[src/rtl/sramc_pkg.sv]
package sramc_pkg;

    typedef enum logic [1:0] {
        ST_IDLE  = 2'd0,
        ST_TURN  = 2'd1,
        ST_WRITE = 2'd2,
        ST_READ  = 2'd3
    } sramc_state_e;

    // Whole clock cycles needed to cover t_ps, never less than one.
    function automatic int cycles_for(input int t_ps, input int clk_ps);
        int c;
        c = (t_ps + clk_ps - 1) / clk_ps;
        return (c < 1) ? 1 : c;
    endfunction

    function automatic int max3(input int a, input int b, input int c);
        int m;
        m = (a > b) ? a : b;
        return (m > c) ? m : c;
    endfunction

endpackage

[src/rtl/sramc_timer.sv]
module sramc_timer #(
    parameter int CNT_W = 2
) (
    input  logic             clk,
    input  logic             rst_n,
    input  logic             load,
    input  logic [CNT_W-1:0] load_val,
    output logic             expired
);

    logic [CNT_W-1:0] cnt_d, cnt_q;

    always_comb begin
        cnt_d = cnt_q;
        if (load) begin
            cnt_d = load_val;
        end else if (cnt_q != '0) begin
            cnt_d = cnt_q - 1'b1;
        end
    end

    always_ff @(posedge clk or negedge rst_n) begin
        if (!rst_n) begin
            cnt_q <= '0;
        end else begin
            cnt_q <= cnt_d;
        end
    end

    assign expired = (cnt_q == '0);

endmodule

[src/rtl/sramc_lanes.sv]
module sramc_lanes #(
    parameter int DATA_W = 16,
    parameter int LANES  = 2
) (
    input  logic [LANES-1:0]  strobe_mask,
    output logic [LANES-1:0]  strobe_n,
    input  logic [LANES-1:0]  data_mask,
    input  logic [DATA_W-1:0] rd_raw,
    output logic [DATA_W-1:0] rd_merged
);

    localparam int LANE_W = DATA_W / LANES;

    for (genvar g = 0; g < LANES; g++) begin : g_lane
        assign strobe_n[g] = ~strobe_mask[g];
        assign rd_merged[g*LANE_W +: LANE_W] =
            data_mask[g] ? rd_raw[g*LANE_W +: LANE_W] : '0;
    end

endmodule

[src/rtl/sram_lane_ctrl.sv]
module sram_lane_ctrl #(
    parameter int ADDR_W   = 16,
    parameter int DATA_W   = 16,
    parameter int CLK_PS   = 5000,
    parameter int T_ACC_PS = 10000,
    parameter int T_WP_PS  = 8000,
    parameter int T_AW_PS  = 8000,
    parameter int T_DW_PS  = 5000,
    parameter int T_HZ_PS  = 5000
) (
    input  logic              clk,
    input  logic              rst_n,
    input  logic              req_valid,
    output logic              req_ready,
    input  logic [ADDR_W-1:0] req_addr,
    input  logic              req_write,
    input  logic [DATA_W-1:0] req_wdata,
    input  logic [1:0]        req_mask,
    output logic              rsp_valid,
    output logic [DATA_W-1:0] rsp_rdata,
    output logic [ADDR_W-1:0] mem_addr,
    output logic              mem_ce_n,
    output logic              mem_oe_n,
    output logic              mem_we_n,
    output logic              mem_lb_n,
    output logic              mem_ub_n,
    output logic [DATA_W-1:0] mem_dq_out,
    input  logic [DATA_W-1:0] mem_dq_in,
    output logic              mem_dq_oe
);
    import sramc_pkg::*;

    localparam int LANES    = 2;
    localparam int ACC_CYC  = cycles_for(T_ACC_PS, CLK_PS);
    localparam int WP_CYC   = max3(cycles_for(T_WP_PS, CLK_PS),
                                   cycles_for(T_AW_PS, CLK_PS),
                                   cycles_for(T_DW_PS, CLK_PS));
    localparam int TURN_CYC = cycles_for(T_HZ_PS, CLK_PS);
    localparam int MAX_CYC  = max3(ACC_CYC, WP_CYC, TURN_CYC);
    localparam int CNT_W    = $clog2(MAX_CYC + 1);

    typedef struct packed {
        sramc_state_e      st;
        logic              last_rd;
        logic [LANES-1:0]  mask;
        logic [ADDR_W-1:0] addr;
        logic [DATA_W-1:0] wdata;
        logic              ce_n;
        logic              oe_n;
        logic              we_n;
        logic [LANES-1:0]  lane_n;
        logic              dq_oe;
        logic              rsp_v;
        logic [DATA_W-1:0] rdata;
    } regs_t;

    localparam regs_t REGS_RST = '{
        st:      ST_IDLE,
        last_rd: 1'b0,
        mask:    '0,
        addr:    '0,
        wdata:   '0,
        ce_n:    1'b1,
        oe_n:    1'b1,
        we_n:    1'b1,
        lane_n:  '1,
        dq_oe:   1'b0,
        rsp_v:   1'b0,
        rdata:   '0
    };

    regs_t r_d, r_q;

    logic             tmr_load;
    logic [CNT_W-1:0] tmr_val;
    logic             tmr_expired;
    logic [LANES-1:0] lane_sel;
    logic [LANES-1:0] lane_strobe_n;
    logic [DATA_W-1:0] rd_merged;

    // In idle the strobes follow the incoming mask; otherwise the held one.
    assign lane_sel = (r_q.st == ST_IDLE) ? req_mask : r_q.mask;

    sramc_lanes #(
        .DATA_W (DATA_W),
        .LANES  (LANES)
    ) u_lanes (
        .strobe_mask (lane_sel),
        .strobe_n    (lane_strobe_n),
        .data_mask   (r_q.mask),
        .rd_raw      (mem_dq_in),
        .rd_merged   (rd_merged)
    );

    sramc_timer #(
        .CNT_W (CNT_W)
    ) u_timer (
        .clk      (clk),
        .rst_n    (rst_n),
        .load     (tmr_load),
        .load_val (tmr_val),
        .expired  (tmr_expired)
    );

    always_comb begin
        r_d      = r_q;
        r_d.rsp_v = 1'b0;
        tmr_load = 1'b0;
        tmr_val  = '0;
        unique case (r_q.st)
            ST_IDLE: begin
                if (req_valid) begin
                    r_d.addr  = req_addr;
                    r_d.wdata = req_wdata;
                    r_d.mask  = req_mask;
                    if (req_write) begin
                        r_d.last_rd = 1'b0;
                        if (r_q.last_rd) begin
                            r_d.st   = ST_TURN;
                            tmr_load = 1'b1;
                            tmr_val  = CNT_W'(TURN_CYC - 1);
                        end else begin
                            r_d.st     = ST_WRITE;
                            r_d.ce_n   = 1'b0;
                            r_d.we_n   = 1'b0;
                            r_d.lane_n = lane_strobe_n;
                            r_d.dq_oe  = 1'b1;
                            tmr_load   = 1'b1;
                            tmr_val    = CNT_W'(WP_CYC - 1);
                        end
                    end else begin
                        r_d.last_rd = 1'b1;
                        r_d.st      = ST_READ;
                        r_d.ce_n    = 1'b0;
                        r_d.oe_n    = 1'b0;
                        r_d.lane_n  = lane_strobe_n;
                        tmr_load    = 1'b1;
                        tmr_val     = CNT_W'(ACC_CYC - 1);
                    end
                end
            end
            ST_TURN: begin
                if (tmr_expired) begin
                    r_d.st     = ST_WRITE;
                    r_d.ce_n   = 1'b0;
                    r_d.we_n   = 1'b0;
                    r_d.lane_n = lane_strobe_n;
                    r_d.dq_oe  = 1'b1;
                    tmr_load   = 1'b1;
                    tmr_val    = CNT_W'(WP_CYC - 1);
                end
            end
            ST_WRITE: begin
                if (tmr_expired) begin
                    r_d.st     = ST_IDLE;
                    r_d.ce_n   = 1'b1;
                    r_d.we_n   = 1'b1;
                    r_d.lane_n = '1;
                    r_d.dq_oe  = 1'b0;
                end
            end
            ST_READ: begin
                if (tmr_expired) begin
                    r_d.st     = ST_IDLE;
                    r_d.ce_n   = 1'b1;
                    r_d.oe_n   = 1'b1;
                    r_d.lane_n = '1;
                    r_d.rsp_v  = 1'b1;
                    r_d.rdata  = rd_merged;
                end
            end
            default: r_d = REGS_RST;
        endcase
    end

    always_ff @(posedge clk or negedge rst_n) begin
        if (!rst_n) begin
            r_q <= REGS_RST;
        end else begin
            r_q <= r_d;
        end
    end

    assign req_ready  = (r_q.st == ST_IDLE);
    assign rsp_valid  = r_q.rsp_v;
    assign rsp_rdata  = r_q.rdata;
    assign mem_addr   = r_q.addr;
    assign mem_ce_n   = r_q.ce_n;
    assign mem_oe_n   = r_q.oe_n;
    assign mem_we_n   = r_q.we_n;
    assign mem_lb_n   = r_q.lane_n[0];
    assign mem_ub_n   = r_q.lane_n[1];
    assign mem_dq_out = r_q.wdata;
    assign mem_dq_oe  = r_q.dq_oe;

    // Run length of the write strobe, for the pulse width property.
    logic [CNT_W:0] we_low_q;
    always_ff @(posedge clk or negedge rst_n) begin
        if (!rst_n) begin
            we_low_q <= '0;
        end else if (!mem_we_n) begin
            if (we_low_q != '1) we_low_q <= we_low_q + 1'b1;
        end else begin
            we_low_q <= '0;
        end
    end

    assert_ready_quiet_R2: assert property (@(posedge clk) disable iff (!rst_n)
        req_ready |-> (mem_ce_n && !mem_dq_oe));

    assert_write_selected_R3: assert property (@(posedge clk) disable iff (!rst_n)
        !mem_we_n |-> !mem_ce_n);

    assert_write_width_R3: assert property (@(posedge clk) disable iff (!rst_n)
        $rose(mem_we_n) |-> (we_low_q >= (CNT_W+1)'(WP_CYC)));

    assert_rsp_single_R5: assert property (@(posedge clk) disable iff (!rst_n)
        rsp_valid |=> !rsp_valid);

    assert_drive_in_write_R7: assert property (@(posedge clk) disable iff (!rst_n)
        mem_dq_oe |-> (!mem_we_n && mem_oe_n));

    assert_turn_gap_R8: assert property (@(posedge clk) disable iff (!rst_n)
        $rose(mem_dq_oe) |-> ($past(mem_oe_n) && $past(mem_oe_n, 2)));

endmodule

[config.mk]
export PLATFORM = sky130hd
export DESIGN_NAME = sram_lane_ctrl
export DESIGN_NICKNAME = d
export VERILOG_FILES = /design/src/rtl/sramc_pkg.sv /design/src/rtl/sramc_timer.sv /design/src/rtl/sramc_lanes.sv /design/src/rtl/sram_lane_ctrl.sv
export SDC_FILE = /design/constraint.sdc
export NUM_CORES = 1
export LEC_CHECK = 0
export CAP_MARGIN = 20
export CORE_AREA = 2 2 96 98
export CTS_BUF_LIST = sky130_fd_sc_hd__clkbuf_4 sky130_fd_sc_hd__clkbuf_8
export DETAILED_ROUTE_END_ITERATION = 8
export DIE_AREA = 0 0 98 100
export PLACE_DENSITY = 0.7
export SKIP_LAST_GASP = 1
export SLEW_MARGIN = 20
export SYNTH_ARGS = -nofsm -noshare
export SYNTH_HDL_FRONTEND = slang
export SYNTH_SLANG_ARGS = --single-unit
[constraint.sdc]
create_clock -name clk -period 1.6 [get_ports clk]
set_input_delay 0.24 -clock clk [delete_from_list [all_inputs] [get_ports clk]]
set_output_delay 0.24 -clock clk [all_outputs]
set_load 0.01 [all_outputs]
Word-level counts from Yosys, hierarchy flattened
Index checks and enable logic that the tools add are counted.
{"block": "word_totals", "output_inout_bits": 56, "input_bits": 54, "register_bits": 62, "wordCells": 79}
{"block": "op_classes", "n_bitwise": 2, "addsub": 1, "n_eq_ne": 12, "n_mux": 38, "reduce_logical": 13}
{"operator": "43-bit two-way mux", "n": 1}
{"operator": "17-bit two-way mux", "n": 2}
{"operator": "2-bit two-way mux", "n": 10}
{"operator": "8-bit two-way mux", "n": 2}
{"operator": "4-bit two-way mux", "n": 3}
{"operator": "2-bit inequality test (second input constant)", "n": 6}
{"operator": "1-bit two-way mux", "n": 11}
{"operator": "2-bit case mux with 4 select lines", "n": 1}
{"operator": "1-bit case mux with 3 select lines", "n": 2}
{"operator": "2-bit case mux with 3 select lines", "n": 1}
{"operator": "6-bit AND reduction", "n": 1}
{"operator": "2-bit nonzero test", "n": 3}
{"operator": "5-bit AND reduction", "n": 1}
{"operator": "2-bit equality test (second input constant)", "n": 2}
{"operator": "2-bit zero test", "n": 2}
{"operator": "2-bit by 1-bit inequality test with 1-bit output (second input constant)", "n": 2}
{"operator": "1-bit case mux with 2 select lines", "n": 2}
{"operator": "1-bit case mux with 4 select lines", "n": 1}
{"operator": "2-bit case mux with 2 select lines", "n": 1}
{"operator": "2-bit AND reduction", "n": 2}
{"operator": "4-bit AND reduction", "n": 1}
{"operator": "3-bit two-way mux", "n": 1}
{"operator": "3-bit inequality test (second input constant)", "n": 1}
{"operator": "3-bit AND reduction", "n": 1}
{"operator": "5 further kinds", "n": 6}

Logic depth before layout (Yosys ltp)
Gate-level depths: netlist (run 1).
{"block": "depth", "word_depth": 7, "depth_mapped": 7, "depth_no_buf": 6}

Cells and area by module
From an unflattened synthesis (run 1), not the netlist that was laid out.
{"block": "hier_totals", "hier_cells": 245, "area_unflattened_um2": 3169.3}
{"mod": "sram_lane_ctrl", "instances": 1, "seq_area_each_um2": 1507.7, "area_each_um2": 2947.8, "cells_each": 215}
{"mod": "sramc_timer", "instances": 1, "seq_area_each_um2": 50.0, "area_each_um2": 113.9, "cells_each": 12}
{"mod": "sramc_lanes", "instances": 1, "seq_area_each_um2": 0.0, "area_each_um2": 107.6, "cells_each": 18}

Worst setup path after synthesis (run 1)
OpenSTA, ideal clock, no wires.
{"block": "synth_path", "path_type": "register to register", "startpoint": "reg r_q[59] (netlist bit)", "endpoint": "reg r_q (netlist bit mem_dq_oe)", "n_path_buf": 0, "setup_ps": 125, "slack_ps": 72, "arrival_time_ps": 1403, "period_less_slack_ps": 1528, "stages_incl_launch_ff": 7, "required_ps": 1475, "path_cell_list": "dfrtp_1 -> inv_1 -> ha_1 -> nor2_1 -> nor2_1 -> a211oi_2 -> mux2_2"}
{"block": "synth_via", "elab_chain_cells": 3, "elab_cells_between_ends": 11, "classes_between": "eq/ne (7); mux (1); reduce/logical (3)"}
{"element": "start: declaration", "line": "sram_lane_ctrl.sv:72", "text": "regs_t r_d, r_q;"}
{"element": "start signal: assignment", "line": "sram_lane_ctrl.sv:180", "text": "r_q <= r_d;"}
{"element": "2-bit equality test, or another cell as far along", "line": "sram_lane_ctrl.sv:110", "text": "unique case (r_q.st)"}
{"element": "2-bit inequality test (no line), or another cell as far along"}
{"element": "6-bit AND reduction (no line)"}
Several ways; a longest one is shown, not always the timed one.
A chain may end at the register's enable or synchronous reset.

Worst setup path in the final report (run 1)
{"block": "layout_path", "startpoint": "reg r_q[58] (netlist bit)", "endpoint": "reg r_q (netlist bit mem_dq_oe)"}
The elaborated chain is that of the path after synthesis.

==> flow_metrics.py, run 1 <==
metrics = {
    "grt": {
        "grt_pass1_wl_mm": 10.0,
        "gr-total-overflow": 0,
        "grt_start_max_net_pins": 63,
        "grt_pass1_vias": 2144,
        "grtUsageTotal_pct": 12.8,
        "antenna_found_initial": 0,
    },
    "yosys": {
        "yosys_most_used_dff": "dfrtp_1",
        "ys_seq_elements": 62,
        "synth_area_sq_mm": 0.00299,
        "yosys_warnings": 0,
        "ys_types": 34,
        "async_flop_share_pct": 100,
        "synth.top_cell.area_share_pct": 47.7,
        "yosys.area.top_type": "dfrtp_1",
        "synth_edf_count": 0,
        "postSynthAreaPerCell_sq_um": 11.3,
        "postSynthNetCount": 325,
        "syn_inst": 265,
        "ys_seq_area_share_pct": 52.1,
        "yosys-top-cells-area": "dfrtp_1 (48%), mux2_2 (14%), buf_4 (12%)",
    },
    "sta": {
        "holdWs_ps": 452,
        "max-slew-margin-rel_pct": 77.9,
        "layout_min_cycle_time_ps": 1590,
        "skew_ps": 8.08,
        "fin_setup_tns_ps": 0,
        "hold_violations": 0,
        "slew_viol_final": 0,
        "fmax_ghz": 0.630,
        "rsz0062_at_grt": "true",
        "fin_crit_sh_pct": 99.1,
        "worstMarginPinSlew_ps": 332,
        "setup_violations": 0,
    },
    "place": {
        "io_buffer_count": 109,
        "gp_congestion": 0.776,
        "hpwl_mm": 4.43,
    },
    "critical_path": {
        "critical_path.endpoint_type": "flop",
        "reg2reg_depth": 6,
        "path_cells": "buf_6 -> ha_4 -> nor2_4 -> nor2_2 -> a211oi_2 -> mux2_4",
        "rr_startpoint": "r_q[58]$_DFFE_PN0P_",
        "critPathMaxFanout": 4,
        "start_kind": "flop",
        "critPathRequiredTime_ps": 1810,
        "crit_slowest_cell": "dfrtp_2",
        "max_stage_delay_ps": 450,
        "cp.arrival_ps": 1800,
        "reg2reg_slack_ps": 10,
        "reg2reg_to": "mem_dq_oe$_DFFE_PN0P_",
        "crit_path_start": "r_q[58]$_DFFE_PN0P_",
        "critPathKind": "reg -> reg",
    },
    "die": {
        "core_sq_mm": 0.00889,
        "dieArea_sq_mm": 0.00980,
        "fp-row-count": 35,
        "start_util_pct": 33.6,
        "dieWidth_microns": 98,
        "die_y_microns": 100,
        "ios": 110,
    },
    "finish": {
        "diodes": 0,
        "drive_gt1_share_pct": 28.0,
        "area_delta_synth_final_pct": 44.2,
        "final_util_pct": 48.5,
        "layout.nets": 408,
    },
    "power": {
        "comb_power_share_pct": 49.6,
        "power_frac_seq_pct": 34.2,
        "max-vdd-ir-drop_uv": 802,
        "p_int_w": 0.00563,
        "switchingPower_w": 0.00267,
        "clkPwrFrac_pct": 16.2,
        "pwr_density_cell_mw_per_mm2": 1920,
        "switching_share_pct": 32.2,
        "total_leakage_power_nw": 1.88,
    },
    "detailed_routing": {
        "drc_errors": 0,
        "first_iter_violations": 51,
        "wl_per_cell_microns": 13.5,
        "routed_wl_mm": 6.27,
        "via_count": 2070,
        "ant_nets": 0,
        "firstDrtPassIters": 4,
        "avgViaCountPerCell": 4.46,
    },
    "clock_tree": {
        "cts.sinks": 62,
        "root_buffer": "clkbuf_8",
        "clk_path_buf_depth": 2,
        "h-tree-depth": 3,
        "tritoncts": "done",
        "path_clk_slew_ps": 70,
        "clk-insertion-delay-late_ps": 330,
        "cts-buffers-inserted": 9,
    },
    "run_status": {
        "status": "finished clean",
    },
    "flow_run": {
        "cap_violations": 0,
    },
    "min_path": {
        "hold_path.class": "in -> async",
    },
}
==> cell usage after synthesis, drive strengths merged (2+ instances only) <==
cell type	count
a21oi	2
buf	53
clkbuf	5
dfrtp	57
dfstp	5
ha	6
inv	9
mux2	39
mux2i	2
nand2	40
nand2b	2
nand3	2
nor2	6
nor2b	2
o21ai	20
o2bb2ai	2
==> per-stage QoR <==
stage	power, W	area [sq um]	worst slack (ps)	instances
final	0.00830	4310	13.7	464
after global routing	0.00888	4310	-40.4	464
after CTS	0.00815	4190	-43.1	460
after detailed placement	0.00672	3970	-148	442
after global placement	0.00659	3970	-103	442
after floorplan	0.00546	2990	72.4	265
==> layout by cell type, fill, tap and decap left out, types with 3 or more instances in the layout <==
cell type | netlist | layout
nor2_1 | 6 | 3
buf_12 | 0 | 4
clkbuf_8 | 0 | 9
dfrtp_1 | 57 | 55
ha_4 | 0 | 4
mux2_2 | 38 | 37
dlygate4sd2_1 | 0 | 5
inv_1 | 9 | 7
clkdlybuf4s50_1 | 0 | 102
clkbuf_4 | 0 | 3
dfstp_2 | 5 | 5
buf_4 | 48 | 15
o21ai_0 | 20 | 20
nand2_1 | 39 | 39
==> what timing repair did <==
action | 4_1_cts | 5_1_grt
gates resized for setup | 11 | 23
setup endpoints to repair | 45 | 16
hold endpoints to repair | 57 | 0
buffers inserted | 1 | 4
pin swaps | 1 | 3
hold buffers | 1 | 0
==> sequential cells by signal (all words and copies together), names as in the netlist <==
signal,count
mem_addr,16
mem_ce_n,1
mem_dq_oe,1
mem_dq_out,16
mem_lb_n,1
mem_oe_n,1
mem_ub_n,1
mem_we_n,1
r_q,5
rsp_rdata,16
rsp_valid,1
u_timer.cnt_q,2
==> worst max path at each step <==
stage                                  endpoint  slack [ps]  cells past startpoint
final                     mem_dq_oe$_DFFE_PN0P_          10                      6
after global routing       mem_ub_n$_DFFE_PN1P_         -40                      7
after CTS                             req_ready         -40                      3
after detailed placement  mem_dq_oe$_DFFE_PN0P_        -150                      5
after global placement    mem_dq_oe$_DFFE_PN0P_        -100                      5
after floorplan           mem_dq_oe$_DFFE_PN0P_          70                      6
==> routing by layer <==
metal	vias to the layer above	track usage (%)	share of wire, %
li1	998	-	-
met1	994	14.9	42
met2	72	21.6	49
met3	6	4.53	7.5
met4	0	5.13	0.81
met5	-	0	0
==> cell families (layout without fill, tap and decap cells) <==
group                      Yosys count  in the layout  share of synthesized area, %
AOI/OAI and AO/OA                   34             34                          7.37
xor gates and xnor gates             1              1                         0.293
adders and majority gates            6              6                          2.51
buffers and inverters               67            155                          14.9
DFF                                 62             62                          52.1
muxes                               41             41                          15.4
and+or+nand+nor                     54             54                          7.45
==> power by group through the flow <==
stage	Clock, W	Combinational [W]	Sequential, W
5_1_grt	0.00150	0.00443	0.00294
3_5_place_dp	0	0.00387	0.00286
6_report	0.00135	0.00411	0.00284
4_1_cts	0.00142	0.00390	0.00283
3_3_place_gp	0	0.00378	0.00281
2_1_floorplan	0	0.00275	0.00271
==> critical path, delay by kind of cell, from the launching register on <==
kind	cells	cell delay, ps
buf+inv	1	130
simple gates	2	120
fa+ha+maj	1	170
mux	1	330
flops	1	450
compound gates	1	270
==> area by class of cell <==
cell class	instances	area (sq um)
clock buffers	12	146
clock inverters	4	47.5
fillers	822	4580
inverters	9	38.8
multi-input cells	136	1090
flip-flops and latches	62	1560
well taps	111	139
repair buffers	130	1290
(Power assumes the default switching activity.)
==> run 2: changes to the inputs <==
--- a/config.mk
+++ b/config.mk
@@ -5,12 +5,13 @@
 export SDC_FILE = /design/constraint.sdc
 export NUM_CORES = 1
 export LEC_CHECK = 0
+export ABC_AREA = 1
 export CAP_MARGIN = 20
-export CORE_AREA = 2 2 96 98
+export CORE_AREA = 2 2 89 91
 export CTS_BUF_LIST = sky130_fd_sc_hd__clkbuf_4 sky130_fd_sc_hd__clkbuf_8
 export DETAILED_ROUTE_END_ITERATION = 8
-export DIE_AREA = 0 0 98 100
-export PLACE_DENSITY = 0.7
+export DIE_AREA = 0 0 91 93
+export PLACE_DENSITY = 0.8
 export SKIP_LAST_GASP = 1
 export SLEW_MARGIN = 20
 export SYNTH_ARGS = -nofsm -noshare
==> run 2 against run 1 <==
Effect of this change:
- clock skew is 3.0 ps higher
- via count increased by 14%
- synthesized cell count up 38%
- cell count is 16% higher
- global-route usage up 3.3 points
- first-iteration DRC count is 16% higher
==> flow_metrics.py, run 2 <==
metrics = {
    "yosys": {
        "yosys.area.top_type": "dfrtp_1",
        "ys_seq_elements": 62,
        "yosys_warnings": 0,
        "synth_commonest_cells": "nand2_1 (166), dfrtp_1 (57), buf_4 (50)",
        "synth.top_cell.area_share_pct": 46.5,
        "syn_inst": 367,
        "ys_types": 23,
        "yosys-top-cells-area": "dfrtp_1 (46%), nand2_1 (20%), buf_4 (12%)",
        "yosys_most_used_dff": "dfrtp_1",
        "synth_edf_count": 0,
        "postSynthNetCount": 427,
        "ys_seq_area_share_pct": 50.7,
        "synth_area_sq_mm": 0.00307,
        "async_flop_share_pct": 100,
        "postSynthAreaPerCell_sq_um": 8.37,
        "yosys.cell_count.top_type": "nand2_1",
    },
    "finish": {
        "final_cell_mix": "nand2_1 (166), clkdlybuf4s50_1 (102), dfrtp_1 (57)",
        "layout.nets": 492,
        "drive_gt1_share_pct": 9.61,
        "fillers": 699,
        "stdcell_count": 539,
        "final_common_cell": "nand2_1",
        "diodes": 0,
        "multi_input_area_sq_um": 997,
        "regArea_sq_mm": 0.00156,
        "area_delta_synth_final_pct": 34.0,
    },
    "place": {
        "io_buffer_count": 109,
        "place_ws_ps": 64.0,
        "gp_congestion": 0.855,
        "placed_cells": 522,
        "hpwl_mm": 4.71,
    },
    "clock_tree": {
        "root_buffer": "clkbuf_8",
        "clk_path_buf_depth": 2,
        "h-tree-depth": 3,
        "tritoncts": "done",
        "clk-insertion-delay-late_ps": 320,
        "cts.sinks": 62,
        "path_clk_slew_ps": 70,
        "cts-buffers-inserted": 9,
    },
    "critical_path": {
        "crit_buf_inv": 1,
        "reg2reg_depth": 9,
        "critPathRequiredTime_ps": 1360,
        "cp.arrival_ps": 1220,
        "start_kind": "flop",
        "critical_path.endpoint_type": "output port",
        "rr_startpoint": "r_q[58]$_DFFE_PN0P_",
        "path_cells": "clkdlybuf4s50_1",
        "max_stage_delay_ps": 550,
        "critPathMaxFanout": 2,
        "crit_slowest_cell": "clkdlybuf4s50_1",
        "critPathKind": "reg -> out",
        "reg2reg_slack_ps": 160,
        "path_delay_family": "buffers and inverters",
        "reg2reg_to": "mem_dq_oe$_DFFE_PN0P_",
    },
    "sta": {
        "hold_violations": 0,
        "fmax_ghz": 0.683,
        "worstMarginPinSlew_ps": 339,
        "layout_min_cycle_time_ps": 1460,
        "max-slew-margin-rel_pct": 77.4,
        "slew_viol_final": 0,
        "fin_setup_tns_ps": 0,
        "holdWs_ps": 442,
        "setup_ws_ps": 135,
        "fin_crit_sh_pct": 91.5,
        "setup_violations": 0,
        "skew_ps": 11.1,
        "rsz0062_at_grt": "false",
    },
    "detailed_routing": {
        "wl_per_cell_microns": 11.8,
        "first_iter_violations": 59,
        "drc_errors": 0,
        "routed_wl_mm": 6.37,
        "via_count": 2362,
        "ant_nets": 0,
        "avgViaCountPerCell": 4.38,
        "firstDrtPassIters": 7,
    },
    "die": {
        "die_y_microns": 93,
        "dieArea_sq_mm": 0.00846,
        "fp-row-count": 32,
        "start_util_pct": 40.8,
        "core_sq_mm": 0.00753,
        "dieWidth_microns": 91,
        "ios": 110,
    },
    "min_path": {
        "hold_path.class": "in -> async",
    },
    "run_status": {
        "status": "finished clean",
    },
    "power": {
        "pwr_density_cell_mw_per_mm2": 1810,
        "power.total_w": 0.00747,
        "max-vdd-ir-drop_uv": 878,
        "total_leakage_power_nw": 2.02,
    },
    "grt": {
        "gr-total-overflow": 0,
        "grt_pass1_wl_mm": 10.9,
        "met2_usage_pct": 28.8,
        "grtUsageTotal_pct": 16.1,
        "grt_start_max_net_pins": 63,
        "grt_pass1_vias": 2369,
        "met1_usage_pct": 19.0,
        "met3_usage_pct": 4.35,
        "antenna_found_initial": 0,
        "busiest_layer": "met2",
    },
    "flow_run": {
        "cap_violations": 0,
    },
}
-- run 2: cells by family (layout without fill, tap and decap cells) --
logic type / after synthesis / count (layout) / synth area share (%)
and+or+nand+nor: 189 / 189 / 24.9
buffers and inverters: 80 / 150 / 16.8
DFF: 62 / 62 / 50.7
AOI/OAI and AO/OA: 30 / 30 / 5.09
adders and majority gates: 6 / 6 / 2.44
-- run 2: cell type report --
type                       count  share of cell area [%]
multi-input combinational    225                    24.2
sequential                    62                    37.9
inverter                      18                    1.64
timing repair buffer         116                    28.5
clock inverter                 4                    1.16
tap                          102                    3.10
clock buffer                  12                    3.56
-- run 2: timing repair --
item,in CTS,in global routing
pin swaps,0,0
hold buffers,1,0
gates resized for setup,6,4
buffers inserted,0,0
endpoints found under the setup margin,6,27
endpoints found under the hold margin,57,0
-- run 2: worst min-delay path, stage by stage --
cell           delay, ps
dlygate4sd3_1        520
buf_2                120
buf_12               280
-- run 2: through the flow --
step	instance area [sq um]	utilization, %
floorplan	3070	-
global placement	3920	52.1
detailed placement	3920	52.1
CTS	4120	54.7
global route	4120	54.7
finish	4120	54.7
-- run 2: where the power goes --
group	total (W)	switching [W]	internal (W)
registers	0.00272	0.000437	0.00229
clock network	0.00134	0.000570	0.000767
logic	0.00341	0.00165	0.00175
-- run 2: worst max path at each step --
stage	from	end	slack (ps)	cells after the start
after detailed placement	req_valid	mem_addr[9]$_DFFE_PN0P_	60	5
after CTS	r_q[58]$_DFFE_PN0P_	req_ready	20	3
after floorplan	r_q[58]$_DFFE_PN0P_	mem_addr[0]$_DFFE_PN0P_	280	8
after global routing	r_q[58]$_DFFE_PN0P_	mem_dq_oe$_DFFE_PN0P_	20	9
final	rsp_rdata[8]$_DFFE_PN0P_	rsp_rdata[8]	140	1
after global placement	req_valid	mem_addr[15]$_DFFE_PN0P_	120	5
-- run 2: layer usage --
| metal | vias up | share of wire, % |
|---|---|---|
| li1 | 1207 | - |
| met1 | 1092 | 43 |
| met2 | 61 | 52 |
| met3 | 2 | 4.9 |
| met4 | 0 | 0.30 |
| met5 | - | 0 |
